File: src/rtl/fetch_pkg.sv
package fetch_pkg;

    localparam int INSTR_W = 12;
    localparam int TGT_W   = 9;
    localparam int OP_W    = 3;

    typedef logic [INSTR_W-1:0] instr_t;

    localparam instr_t         NOP_WORD = '0;
    localparam logic [OP_W-1:0] GOTO_OP = 3'b101;

    // Instruction register contents plus its valid marker
    typedef struct packed {
        instr_t instr;
        logic   valid;
    } ir_state_t;

    function automatic logic is_goto(input instr_t w);
        return w[INSTR_W-1 -: OP_W] == GOTO_OP;
    endfunction

    function automatic logic [TGT_W-1:0] goto_field(input instr_t w);
        return w[TGT_W-1:0];
    endfunction

endpackage

File: src/rtl/fetch_decode.sv
module fetch_decode
    import fetch_pkg::*;
#(
    parameter int PC_W = 11
) (
    input  instr_t                  instr,
    input  logic                    valid,
    input  logic [PC_W-TGT_W-1:0]   page,
    output logic                    jump,
    output logic [PC_W-1:0]         target
);

    // A jump is only taken from a real instruction, never from a bubble
    always_comb begin
        jump   = valid && is_goto(instr);
        target = {page, goto_field(instr)};
    end

endmodule

File: src/rtl/fetch_pc.sv
module fetch_pc
#(
    parameter int              PC_W      = 11,
    parameter logic [PC_W-1:0] RESET_VEC = '1
) (
    input  logic            clk,
    input  logic            rst,
    input  logic            jump,
    input  logic [PC_W-1:0] target,
    output logic [PC_W-1:0] pc
);

    typedef struct packed {
        logic [PC_W-1:0] pc;
    } pc_state_t;

    pc_state_t st_d, st_q;

    // Skips never reach this module: only a jump bends the sequence
    always_comb begin
        st_d = st_q;
        if (jump) begin
            st_d.pc = target;
        end else begin
            st_d.pc = st_q.pc + PC_W'(1);
        end
    end

    always_ff @(posedge clk) begin
        if (rst) begin
            st_q <= '{pc: RESET_VEC};
        end else begin
            st_q <= st_d;
        end
    end

    assign pc = st_q.pc;


    pc_step_chk: assert property (@(posedge clk) disable iff (rst)
        !jump |=> (pc == $past(pc) + PC_W'(1)));


    pc_redirect_chk: assert property (@(posedge clk) disable iff (rst)
        jump |=> (pc == $past(target)));

endmodule

File: src/rtl/fetch_ir.sv
module fetch_ir
    import fetch_pkg::*;
(
    input  logic   clk,
    input  logic   rst,
    input  instr_t word,
    input  logic   kill,
    output instr_t instr,
    output logic   valid
);

    ir_state_t st_d, st_q;

    // A cancelled slot is loaded with the NOP pattern and marked invalid
    always_comb begin
        st_d = st_q;
        if (kill) begin
            st_d.instr = NOP_WORD;
            st_d.valid = 1'b0;
        end else begin
            st_d.instr = word;
            st_d.valid = 1'b1;
        end
    end

    always_ff @(posedge clk) begin
        if (rst) begin
            st_q <= '{instr: NOP_WORD, valid: 1'b0};
        end else begin
            st_q <= st_d;
        end
    end

    assign instr = st_q.instr;
    assign valid = st_q.valid;


    bubble_is_nop_chk: assert property (@(posedge clk) disable iff (rst)
        !valid |-> (instr == NOP_WORD));


    kill_bubble_chk: assert property (@(posedge clk) disable iff (rst)
        kill |=> !valid);


    load_word_chk: assert property (@(posedge clk) disable iff (rst)
        !kill |=> (valid && instr == $past(word)));

endmodule

File: src/rtl/fetch_unit.sv
module fetch_unit
    import fetch_pkg::*;
#(
    parameter int              PC_W      = 11,
    parameter logic [PC_W-1:0] RESET_VEC = '1
) (
    input  logic                  clk,
    input  logic                  rst,
    input  logic [PC_W-TGT_W-1:0] page_sel,
    input  logic                  skip_req,
    input  instr_t                imem_data,
    output logic [PC_W-1:0]       imem_addr,
    output instr_t                exec_instr,
    output logic                  exec_valid
);

    logic            jump;
    logic [PC_W-1:0] target;
    logic            skip_take;
    logic            kill;
    logic [PC_W-1:0] pc;
    instr_t          ir_instr;
    logic            ir_valid;

    fetch_decode #(.PC_W(PC_W)) u_decode (
        .instr  (ir_instr),
        .valid  (ir_valid),
        .page   (page_sel),
        .jump   (jump),
        .target (target)
    );

    fetch_pc #(.PC_W(PC_W), .RESET_VEC(RESET_VEC)) u_pc (
        .clk    (clk),
        .rst    (rst),
        .jump   (jump),
        .target (target),
        .pc     (pc)
    );

    // A skip request only counts against a real instruction; it is not stored
    assign skip_take = skip_req && ir_valid;
    assign kill      = jump || skip_take;

    fetch_ir u_ir (
        .clk   (clk),
        .rst   (rst),
        .word  (imem_data),
        .kill  (kill),
        .instr (ir_instr),
        .valid (ir_valid)
    );

    assign imem_addr  = pc;
    assign exec_instr = ir_instr;
    assign exec_valid = ir_valid;


    reset_state_chk: assert property (@(posedge clk)
        rst |=> (imem_addr == RESET_VEC && !exec_valid && exec_instr == NOP_WORD));


    goto_addr_chk: assert property (@(posedge clk) disable iff (rst)
        (exec_valid && is_goto(exec_instr)) |=>
            (imem_addr == {$past(page_sel), $past(exec_instr[TGT_W-1:0])}));


    target_runs_chk: assert property (@(posedge clk) disable iff (rst)
        jump |=> ##1 (exec_valid && exec_instr == $past(imem_data)));


    skip_cancel_chk: assert property (@(posedge clk) disable iff (rst)
        (skip_req && exec_valid && !jump) |=>
            (!exec_valid && imem_addr == $past(imem_addr) + PC_W'(1)));


    bubble_no_skip_chk: assert property (@(posedge clk) disable iff (rst)
        !exec_valid |=> exec_valid);

endmodule

File: config.mk
export PLATFORM = sky130hd
export DESIGN_NAME = fetch_unit
export DESIGN_NICKNAME = d
export VERILOG_FILES = /design/src/rtl/fetch_pkg.sv /design/src/rtl/fetch_decode.sv /design/src/rtl/fetch_pc.sv /design/src/rtl/fetch_ir.sv /design/src/rtl/fetch_unit.sv
export SDC_FILE = /design/constraint.sdc
export NUM_CORES = 1
export LEC_CHECK = 0
export BUFFER_PORTS_ARGS = -buffer_cell sky130_fd_sc_hd__buf_4
export CORE_UTILIZATION = 35
export DETAILED_ROUTE_END_ITERATION = 6
export PLACE_DENSITY = 0.63
export SLEW_MARGIN = 20
export SYNTH_ARGS = -nofsm -noshare
export SYNTH_HDL_FRONTEND = slang
export SYNTH_SLANG_ARGS = --single-unit
File: constraint.sdc
create_clock -name clk -period 2.8 [get_ports clk]
set_clock_uncertainty 0.1 [all_clocks]
set_input_delay 0.42 -clock clk [delete_from_list [all_inputs] [get_ports clk]]
set_output_delay 0.42 -clock clk [all_outputs]
set_load 0.01 [all_outputs]
# After elaboration in Yosys (flattened, before gate mapping)
# Index checks and enable logic that the tools add are counted.
# Widths: inputs -> output; s select.
word_totals:
  latch_bits: 0
  elab_cells: 11
  romBits: 0
  mem_bits_rw: 0
  n_memories: 0
  inputBits: 17
  output_inout_bits: 24
  register_bits: 24
op_classes:
  addsub: 1
  n_shift: 0
  n_eq_ne: 1
  multipliers: 0
  div_mod_pow: 0
  bitwise: 0
  order_cmp: 0
  reduce_logical: 4
  muxes: 2
ops:
  columns: ["operator", "count"]
  rows:
  - ["$add 11x1->11 const B", 1]
  - ["$mux 11", 1]
  - ["$eq 3x3->1 const B", 1]
  - ["$logic_and 1x1->1", 2]
  - ["$reduce_or 2->1", 1]
  - ["$logic_or 1x1->1", 1]
  - ["$mux 1", 1]

# Longest topological paths before layout
logic_depth:
  ltp_word: 4
  depth_mapped: 5
  depth_no_buf: 5

# Hierarchy
# Synthesis repeated with hierarchy kept, for this count alone.
unflattened:
  hier_cells: 117
  hier_area_um2: 1166.1
modules_own_cells:
  columns: ["module", "instances", "cells_each", "seq_area_each_um2", "area_each_um2"]
  rows:
  - ["fetch_pc", 1, 76, 220.2, 644.4]
  - ["fetch_ir", 1, 28, 260.2, 421.7]
  - ["fetch_decode", 1, 12, 0.0, 92.6]
  - ["fetch_unit", 1, 1, 0.0, 7.5]

# Least setup slack after synthesis
# OpenSTA, ideal clock, no wires.
synth_timing:
  path_type: "register -> register"
  startpoint: "register u_pc.st_q (netlist bit u_pc.pc[0])"
  endpoint: "register u_pc.st_q (netlist bit u_pc.pc[10])"
  path_stages_with_launch: 6
  n_path_buf: 0
  t_required_ns: 2.571
  synth_period_minus_slack_ns: 1.410
  t_arrival_ns: 1.181
  setup_slack_ns: 1.390
  setup_time_ns: 0.129
  path_cell_list: "dfxtp_1 ha_1 and4_4 nand3_1 xor2_1 o211ai_2"
synth_between:
  elab_chain_cells: 2
synth_rtl:
  columns: ["item", "line", "text"]
  rows:
  - ["start, declared", "fetch_pc.sv:17", "pc_state_t st_d, st_q;"]
  - ["start signal, assigned", "fetch_pc.sv:31", "st_q <= '{pc: RESET_VEC};"]
  - ["start signal, assigned", "fetch_pc.sv:33", "st_q <= st_d;"]
  - ["$add 11x1->11", "fetch_pc.sv:25", "st_d.pc = st_q.pc + PC_W'(1);"]
  - ["$mux 11", "fetch_pc.sv:22", "if (jump) begin"]
# Every way passes these cells.
# A chain may end at the register's enable or synchronous reset.

# Worst setup path in the final report
layout_timing:
  startpoint: "register u_pc.st_q (netlist bit u_pc.pc[4])"
  endpoint: "output imem_addr[4]"
layout_rtl:
  columns: ["item", "line", "text"]
  rows:
  - ["end, declared", "fetch_unit.sv:12", "output logic [PC_W-1:0] imem_addr,"]
# No word-level cell between the ends.

==> flow_summary.toml <==
[placed_design]
dp_hpwl_um = 1480
gp_congestion = 0.801
portBuffers = 40
dpl_cell_area_sq_mm = 0.00124
place_ws_ps = 1320
dp.cells = 161

[layout]
area_delta_synth_final_pct = 36.5
num_antenna_cells = 0
drive_above_1_share_pct = 36.6
finalNonFillerCells = 164
fin_area_sq_mm = 0.00126
nNetsFinal = 154

[floorplanning]
pin_count = 41
die_y_um = 53.3
dieArea_sq_mm = 0.00284
start_util_pct = 37.2
core_area_sq_mm = 0.00248
die_w_um = 53.3
num_rows = 18

[clocking]
clockRootBuffer = "clkbuf_4"
cts.sinks = 24
cts_tree = "done"
cts_hold_buf = 0
ctsResizeCount = 0
postCtsSetupBuffers = 0
clk_pin_slew_ps = 120
htreeDepth = 1
numCtsBuffers = 3
clockBufferDepth = 2
clk_latency_ps = 300

[pwr]
p_seq_share_pct = 52.1
sw_frac_of_total_pct = 30.8
power_switching_w = 0.000259
vdd_ir_drop_max_v = 0.000351
leakagePower_nw = 0.549
pwr-share-comb_pct = 30.7
cell_internal_pwr_w = 0.000580
clkPwrFrac_pct = 17.2
power.density_cell_area_mw_per_mm2 = 667

[setup_path]
rrSetupSlack_ps = 1320
critPathKind = "flip-flop to primary output"
critPathTopFamily = "flip-flops"
path_depth = 1
crit_required_ps = 2280
slowest_stage = "dfxtp_1"
reg2reg_from = "u_pc.pc[0]"
reg2reg_to = "u_pc.pc[10]"
crit_chain = "buf_4"
arrival_ps = 970
slowest_delay_ps = 490
critPathCapture = "imem_addr[4]"
path_buf_inv = 1
setup.worst_path.start_class = "flip-flop"
rr_worst_depth = 5
crit_fanout = 8
critPathCaptureType = "primary output"
cp-startpoint = "u_pc.pc[4]"

[detailed_routing]
via_per_inst = 4.94
ant_nets = 0
drc = 0
first_pass_iters = 4
drt-initial-drc-count = 15
wirelength_um = 1950
vias = 810
wl_per_cell_um = 11.9

[synthesis]
ys_ff_latch = 24
synth-seq-area-share_pct = 52.1
synth_area_leader_cell = "dfxtp_1"
synthTopCellsByArea = "dfxtp_1 (52%), and2_1 (8.8%), xor2_1 (4.7%)"
yosysWarnings = 0
syn_inst = 95
syn-mean-instance-area_sq_um = 9.71
synth_area_sq_um = 922
synth_top_area_share_pct = 52.1
synth_cell_types = 25
synthesis.nets = 113

[global_route]
grt-ovfl-total = 0
antenna_found_initial = 0
grt_first_pass_wirelength_um = 3200
grt_use_total_pct = 15.7
grt_pass1_vias = 735
grt_max_degree = 14

[timing]
setup_violations = 0
finalCritPeriodShare_pct = 53.2
period_needed_ps = 1490
max-slew-margin-rel_pct = 71.3
fmax_mhz = 671
final_hold_viol_count = 0
rsz0062_at_grt = "false"
setup_tns_ps = 0
timing.hold.ws_ps = 207
fin_ws_ps = 1310
worstMarginPinSlew_ps = 428
drv_slew = 0

[worst_hold_path]
hold_class = "primary input to flip-flop"

[outcome]
status = "completed"

[flow_run]
cap_violations = 0
[registers in the layout (all words and copies together), names as in the netlist]
| name | flops |
|---|---|
| u_ir.instr | 12 |
| u_pc.pc | 11 |
| u_ir.valid | 1 |
[cell usage after synthesis]
cell,count
o21ai_1,2
xor2_1,5
and4_1,3
a31o_1,2
o211ai_1,1
a31o_2,1
nand4b_1,1
and4_4,1
a21oi_1,3
nand4_1,2
buf_2,1
o211ai_2,1
nand3_1,3
o21ai_0,5
ha_1,1
a31oi_1,2
clkbuf_1,1
dfxtp_1,24
and2_1,13
a21oi_2,3
buf_4,2
nor3_1,3
inv_1,2
nor2_1,5
nand2_1,8
[power by group through the flow]
stage	combinational (W)	sequential, W	clock, W
2_1_floorplan	0.000136	0.000459	0
3_3_place_gp	0.000256	0.000444	0
3_5_place_dp	0.000258	0.000445	0
4_1_cts	0.000260	0.000437	0.000149
5_1_grt	0.000288	0.000447	0.000166
6_report	0.000257	0.000437	0.000144
[placed cells by master, fill, tap and decap left out, drive strengths merged, types with 3 or more instances in the layout]
cell type / n
and4: 4
clkbuf: 3
dfxtp: 24
nor3: 3
buf: 40
nand3: 3
and2: 13
xor2: 5
o21ai: 7
a21oi: 6
nor2: 5
nand2: 8
a31o: 3
[routing by layer]
metal | vias to the layer above | GRT usage (%) | wire length, um
met3 | 2 | 2.59 | 108
met5 | - | 0 | 0
met1 | 364 | 20.8 | 895
met2 | 31 | 24.8 | 929
li1 | 413 | - | -
met4 | 0 | 6.58 | 12
[through the flow]
step                total power [W]  util (%)
floorplan                  0.000594         -
global placement           0.000700      49.9
detailed placement         0.000703      49.9
CTS                        0.000846      50.8
global route               0.000901      50.8
finish                     0.000839      50.8
[cells by family (layout without fill, tap and decap cells)]
| group | after synthesis | after routing | share of synthesized area [%] |
|---|---|---|---|
| DFF | 24 | 24 | 52.1 |
| buffers and inverters | 6 | 45 | 3.39 |
| xor gates and xnor gates | 5 | 5 | 4.75 |
| adders and majority gates | 1 | 1 | 1.36 |
| AOI/OAI and AO/OA | 20 | 20 | 14.7 |
| and+or+nand+nor | 39 | 39 | 23.7 |
[worst min-delay path by stage]
| stage | start | endpoint | cells past startpoint |
|---|---|---|---|
| 2_1_floorplan | u_ir.instr[1] | u_pc.pc[1] | 2 |
| 3_5_place_dp | u_ir.instr[1] | u_pc.pc[1] | 2 |
| 4_1_cts | imem_data[7] | u_ir.instr[7] | 2 |
| 5_1_grt | imem_data[1] | u_ir.instr[1] | 2 |
| 3_3_place_gp | u_ir.instr[1] | u_pc.pc[1] | 2 |
| 6_report | imem_data[11] | u_ir.instr[11] | 2 |
[cell type report]
class                           count  area (sq um)
Clock buffer                        3          22.5
Fill cell                         253          1220
Inverter                            2          7.51
Multi-Input combinational cell     65           410
Sequential cell                    24           480
Tap cell                           30          37.5
Timing Repair Buffer               40           300
Power figures use the tool's default switching activity.
